==> src/rtl/sacc_pkg.sv <==
package sacc_pkg;

    localparam int HALF_W = 16;
    localparam int EXT_W  = 8;
    localparam int WORD_W = 2 * HALF_W;
    localparam int ACC_W  = EXT_W + WORD_W;

    typedef enum logic [1:0] {
        PART_LO   = 2'd0,
        PART_HI   = 2'd1,
        PART_EXT  = 2'd2,
        PART_NONE = 2'd3
    } part_e;

    typedef enum logic [1:0] {
        RD_WORD      = 2'd0,
        RD_EXT_FULL  = 2'd1,
        RD_EXT_MERGE = 2'd2,
        RD_ZERO      = 2'd3
    } rdmode_e;

    typedef struct packed {
        logic [EXT_W-1:0]  ext;
        logic [HALF_W-1:0] hi;
        logic [HALF_W-1:0] lo;
    } acc_t;

endpackage

==> src/rtl/acc_wr_decode.sv <==
module acc_wr_decode
    import sacc_pkg::*;
#(
    parameter int NUM_ACC = 2,
    parameter int SEL_W   = 1
) (
    input  logic               wr_en,
    input  logic [SEL_W-1:0]   wr_sel,
    input  logic [1:0]         wr_part,
    output logic [NUM_ACC-1:0] lo_we,
    output logic [NUM_ACC-1:0] hi_we,
    output logic [NUM_ACC-1:0] ext_we
);

    part_e part;
    assign part = part_e'(wr_part);

    for (genvar i = 0; i < NUM_ACC; i++) begin : g_strobe
        logic hit;
        assign hit       = wr_en && (wr_sel == SEL_W'(i));
        assign lo_we[i]  = hit && (part == PART_LO);
        assign hi_we[i]  = hit && (part == PART_HI);
        assign ext_we[i] = hit && (part == PART_EXT);
    end

endmodule

==> src/rtl/acc_slice.sv <==
module acc_slice
    import sacc_pkg::*;
(
    input  logic              clk,
    input  logic              rst,
    input  logic              clr,
    input  logic              lo_we,
    input  logic              hi_we,
    input  logic              ext_we,
    input  logic [HALF_W-1:0] wr_data,
    output acc_t              acc_q
);

    acc_t acc_d;

    always_comb begin
        acc_d = acc_q;
        if (lo_we) begin
            acc_d.lo = wr_data;
        end
        if (hi_we) begin
            acc_d.hi = wr_data;
        end
        if (ext_we) begin
            acc_d.ext = wr_data[EXT_W-1:0];
        end
        if (rst || clr) begin
            acc_d = '0;
        end
    end

    always_ff @(posedge clk) begin
        acc_q <= acc_d;
    end

endmodule

==> src/rtl/acc_rd_format.sv <==
module acc_rd_format
    import sacc_pkg::*;
#(
    parameter int NUM_ACC = 2,
    parameter int SEL_W   = 1
) (
    input  logic [NUM_ACC*ACC_W-1:0] acc_flat,
    input  logic [SEL_W-1:0]         rd_sel,
    input  logic [1:0]               rd_mode,
    input  logic [WORD_W-1:0]        merge_base,
    output logic [WORD_W-1:0]        rd_data
);

    acc_t accs [NUM_ACC];

    for (genvar i = 0; i < NUM_ACC; i++) begin : g_unpack
        assign accs[i] = acc_t'(acc_flat[i*ACC_W +: ACC_W]);
    end

    acc_t               pick;
    logic [WORD_W-1:0]  ext_full;
    logic [HALF_W-1:0]  ext_half;

    always_comb begin
        pick = '0;
        for (int k = 0; k < NUM_ACC; k++) begin
            if (rd_sel == SEL_W'(k)) begin
                pick = accs[k];
            end
        end
        ext_full = {{(WORD_W-EXT_W){pick.ext[EXT_W-1]}}, pick.ext};
        ext_half = {{(HALF_W-EXT_W){pick.ext[EXT_W-1]}}, pick.ext};
        case (rdmode_e'(rd_mode))
            RD_WORD:      rd_data = {pick.hi, pick.lo};
            RD_EXT_FULL:  rd_data = ext_full;
            RD_EXT_MERGE: rd_data = {merge_base[WORD_W-1:HALF_W], ext_half};
            default:      rd_data = '0;
        endcase
    end

endmodule

==> src/rtl/split_acc_file.sv <==
module split_acc_file
    import sacc_pkg::*;
#(
    parameter int NUM_ACC = 2,
    localparam int SEL_W  = (NUM_ACC > 1) ? $clog2(NUM_ACC) : 1
) (
    input  logic              clk,
    input  logic              rst,
    input  logic              clr,
    input  logic              wr_en,
    input  logic [SEL_W-1:0]  wr_sel,
    input  logic [1:0]        wr_part,
    input  logic [15:0]       wr_data,
    input  logic [SEL_W-1:0]  rd_sel,
    input  logic [1:0]        rd_mode,
    input  logic [31:0]       rd_merge_base,
    output logic [31:0]       rd_data
);

    logic [NUM_ACC-1:0]       lo_we;
    logic [NUM_ACC-1:0]       hi_we;
    logic [NUM_ACC-1:0]       ext_we;
    logic [NUM_ACC*ACC_W-1:0] acc_flat;

    acc_wr_decode #(
        .NUM_ACC (NUM_ACC),
        .SEL_W   (SEL_W)
    ) i_decode (
        .wr_en   (wr_en),
        .wr_sel  (wr_sel),
        .wr_part (wr_part),
        .lo_we   (lo_we),
        .hi_we   (hi_we),
        .ext_we  (ext_we)
    );

    for (genvar i = 0; i < NUM_ACC; i++) begin : g_acc
        acc_t slot_q;

        acc_slice i_slice (
            .clk     (clk),
            .rst     (rst),
            .clr     (clr),
            .lo_we   (lo_we[i]),
            .hi_we   (hi_we[i]),
            .ext_we  (ext_we[i]),
            .wr_data (wr_data),
            .acc_q   (slot_q)
        );

        assign acc_flat[i*ACC_W +: ACC_W] = slot_q;
    end

    acc_rd_format #(
        .NUM_ACC (NUM_ACC),
        .SEL_W   (SEL_W)
    ) i_format (
        .acc_flat   (acc_flat),
        .rd_sel     (rd_sel),
        .rd_mode    (rd_mode),
        .merge_base (rd_merge_base),
        .rd_data    (rd_data)
    );

endmodule

==> config.mk <==
export PLATFORM = sky130hd
export DESIGN_NAME = split_acc_file
export DESIGN_NICKNAME = d
export VERILOG_FILES = /design/src/rtl/sacc_pkg.sv /design/src/rtl/acc_wr_decode.sv /design/src/rtl/acc_slice.sv /design/src/rtl/acc_rd_format.sv /design/src/rtl/split_acc_file.sv
export SDC_FILE = /design/constraint.sdc
export NUM_CORES = 1
export LEC_CHECK = 0
export BUFFER_PORTS_ARGS = -buffer_cell sky130_fd_sc_hd__clkbuf_2
export CAP_MARGIN = 0
export CORE_AREA = 10 10 92 94
export CTS_CLUSTER_DIAMETER = 30
export DETAILED_ROUTE_END_ITERATION = 12
export DIE_AREA = 0 0 102 104
export PLACE_DENSITY = 0.84
export SLEW_MARGIN = 20
export SYNTH_ARGS = -nofsm -noshare
export SYNTH_HDL_FRONTEND = slang
export SYNTH_SLANG_ARGS = --single-unit
==> constraint.sdc <==
create_clock -name clk -period 3.4 [get_ports clk]
set_input_delay 0.34 -clock clk [delete_from_list [all_inputs] [get_ports clk]]
set_output_delay 0.34 -clock clk [all_outputs]
set_load 0.03 [all_outputs]
==> results.cfg <==
[outcome]
run_status = finished clean

[timing]
setup_viol_count_final = 0
rsz0062_at_grt = false
setup_tns_ps = 0
timing.final.hold_violations = 0
maxSlewHeadroom = 0.351
finalClockSkew_ps = 0
max_freq_mhz = 396
worst_hold_check_slack_ps = 275
final.min_clock_period_ps = 2520
worst_slack_ps = 875
finalMaxSlewViolations = 0
worst-slew-pin-transition_ps = 969
layout_worst_path_cycle_share = 0.743

[power]
power.density_nw_per_um2 = 435
static_leakage_nw = 1.65
power_switching_w = 0.000444
p_comb_frac = 0.097
power.share.sequential = 0.507
ir_drop_v = 0.000352
total_power_w = 0.00187
clockPowerShare = 0.396
internal_power_w = 0.00142
netSwitchingFraction = 0.238

[global_route]
use_met3 = 0.0492
grt_start_max_net_pins = 81
gr-max-usage-layer = met2
first_pass_grt_wire_length_um = 16300
grtUsageMet2 = 0.331
first_global_vias = 3410
grt_use_total = 0.189
use_met1 = 0.210
antenna_violations_before_repair = 0
globalRouteOverflowTotal = 0

[cells_and_area]
finish.cell_count_without_fillers = 597
mostFrequentLayoutCell = sky130_fd_sc_hd__nand2_1
n_fill_cell = 577
largest_reg_flops = 80
area_delta_synth_final_pct = 13.1
largest-register = g_acc.i_slice.acc_q
drive_gt1_frac = 0.240
layout_common_cells = 143 x sky130_fd_sc_hd__nand2_1, 80 x sky130_fd_sc_hd__dfxtp_1, 73 x sky130_fd_sc_hd__clkbuf_2
insertedDiodeCount = 0
layout.nets = 570
biggestRegsByFlops = g_acc.i_slice.acc_q x80

[worst_setup_path]
crit-reg2reg-launch = g_acc[1].i_slice.acc_q[22]$_SDFFE_PP0P_
path_max_fanout = 19
cp_slowest_stage_delay_ps = 610
critical_path_arrival_ps = 2180
crit_path_cell_trace = clkbuf_2, nor2b_1, nand2_1, o21ai_0, clkbuf_2
worst-r2r-cell-count = 2
worst-r2r-setup-slack_ps = 2700
worstSetupStartpointType = input pin
rr_endpoint = g_acc[1].i_slice.acc_q[22]$_SDFFE_PP0P_
timing_worst_setup_path_type = in2out
timing.critical_path.mode_cell = sky130_fd_sc_hd__clkbuf_2
cp.required_ps = 3060
worst_setup_path_end_kind = output port
critical_path.slowest_cell = sky130_fd_sc_hd__nor2b_1

[routing]
drt_first_iter_violations = 202
dr.pass1.iters = 5
avgViaCountPerCell = 5.70
drc_violations_left = 0
avg_wl_per_cell_um = 16.5
drt.antenna.violating_nets = 0
route.vias.total = 3401
wirelength_um = 9880

[place]
port-buffer-count = 73
detailedPlace.worstSlack_ps = 877
place_congestion = 0.790
post-place-cells = 581
post-dp-hpwl_um = 6910

[synth]
synth.top_cells.by_area = sky130_fd_sc_hd__dfxtp_1 42%, sky130_fd_sc_hd__nand2_1 14%, sky130_fd_sc_hd__mux2i_1 11%
syn-instance-count = 466
synth-seq-area-share = 0.422
synthArstFlopShare = 0
syn-cell-area_um2 = 3790
synth.avg_cell_area_um2 = 8.14
mappedNetlistNets = 524
synth_enable_flop_cells = 0
synth_top_cell_area_share = 0.422
ys_ff_latch = 80
netlist-cell-type-count = 24
synthesis.yosys.warnings = 0
yosys.area.top_type = sky130_fd_sc_hd__dfxtp_1
top_flip_flop_cell_by_instance_count_after_synthesis = sky130_fd_sc_hd__dfxtp_1

[clock_tree]
cts.reportedPaths.clkPinSlew_ps = 80
postcts_setup_bufs = 0
cts_htree_levels = 3
hold_buffers = 0
cts_buffers = 9
ctsLongestPathBuffers = 2
cts_tree = done
worst_skew_pair_latency_ps = 340
clock-sinks = 80
clock-root-buffer = sky130_fd_sc_hd__clkbuf_8
post_cts_resize_count = 0

[die]
dieArea_um2 = 10600
die_h_um = 104
fp.dieW_um = 102
start_util = 0.567
floorplan.core_area_um2 = 6680
ioPinCount = 90
rows = 30

[run]
max_cap_violations = 0

[min_path]
min_from = wr_data[11]
worst_hold_class = in2reg
whs_path_depth = 3
min_to = g_acc[1].i_slice.acc_q[27]$_SDFFE_PP0P_
==> cell type report <==
class	count	area, um2	share of cell area
well taps	80	100	0.0233
clock inverters	2	35.0	0.00817
repair buffers	77	395	0.0922
multi-input cells	344	1970	0.460
flip-flops and latches	80	1600	0.373
clock buffers	14	183	0.0426
==> stage by stage <==
step,cell area (um2),utilization
global route,4290,0.642
finish,4290,0.642
floorplan,3790,-
CTS,4290,0.642
global placement,4070,0.609
detailed placement,4070,0.609
==> logic make-up (layout without fill, tap and decap cells) <==
group,count (synthesis),after routing,synth area share
AND/OR/NAND/NOR,168,168,0.193
AO/OA/AOI/OAI,112,112,0.148
flip-flops,80,80,0.422
multiplexers,64,64,0.177
buffers and inverters,42,93,0.0601
==> how the worst max path moves through the flow <==
stage	from	to	cells past startpoint
after floorplan	rd_mode[1]	rd_data[10]	5
after global placement	rd_mode[1]	rd_data[26]	5
after detailed placement	rd_mode[1]	rd_data[18]	5
after CTS	rd_mode[1]	rd_data[18]	5
after global routing	rd_mode[1]	rd_data[26]	5
final	rd_mode[1]	rd_data[18]	5
==> synthesized netlist by cell type (5+ instances only) <==
library cell,n
sky130_fd_sc_hd__mux2_2,24
sky130_fd_sc_hd__mux2i_1,40
sky130_fd_sc_hd__o21ai_0,39
sky130_fd_sc_hd__a21oi_1,72
sky130_fd_sc_hd__dfxtp_1,80
sky130_fd_sc_hd__clkbuf_2,5
sky130_fd_sc_hd__nor2_1,8
sky130_fd_sc_hd__nand2_1,143
sky130_fd_sc_hd__buf_4,6
sky130_fd_sc_hd__buf_2,12
sky130_fd_sc_hd__clkbuf_1,16
==> worst max-delay path, delay by kind of cell <==
kind                   cells  cell delay (ps)
AOI/OAI and AO/OA          1              200
buffers and inverters      2              590
and+or+nand+nor            2             1050
==> routing by layer <==
metal  routed length, um  vias up
met3                 632       22
met5                   0        -
met1                3840     1613
met4                 253        0
met2                5150      103
li1                    -     1663
==> power groups by stage <==
stage	clock (W)	combinational, W	sequential, W
floorplan	0	0.000121	0.000969
global placement	0	0.000175	0.000969
detailed placement	0	0.000180	0.000970
CTS	0.000754	0.000181	0.000948
global route	0.000791	0.000195	0.000948
finish	0.000739	0.000181	0.000948
(Power assumes the default switching activity.)
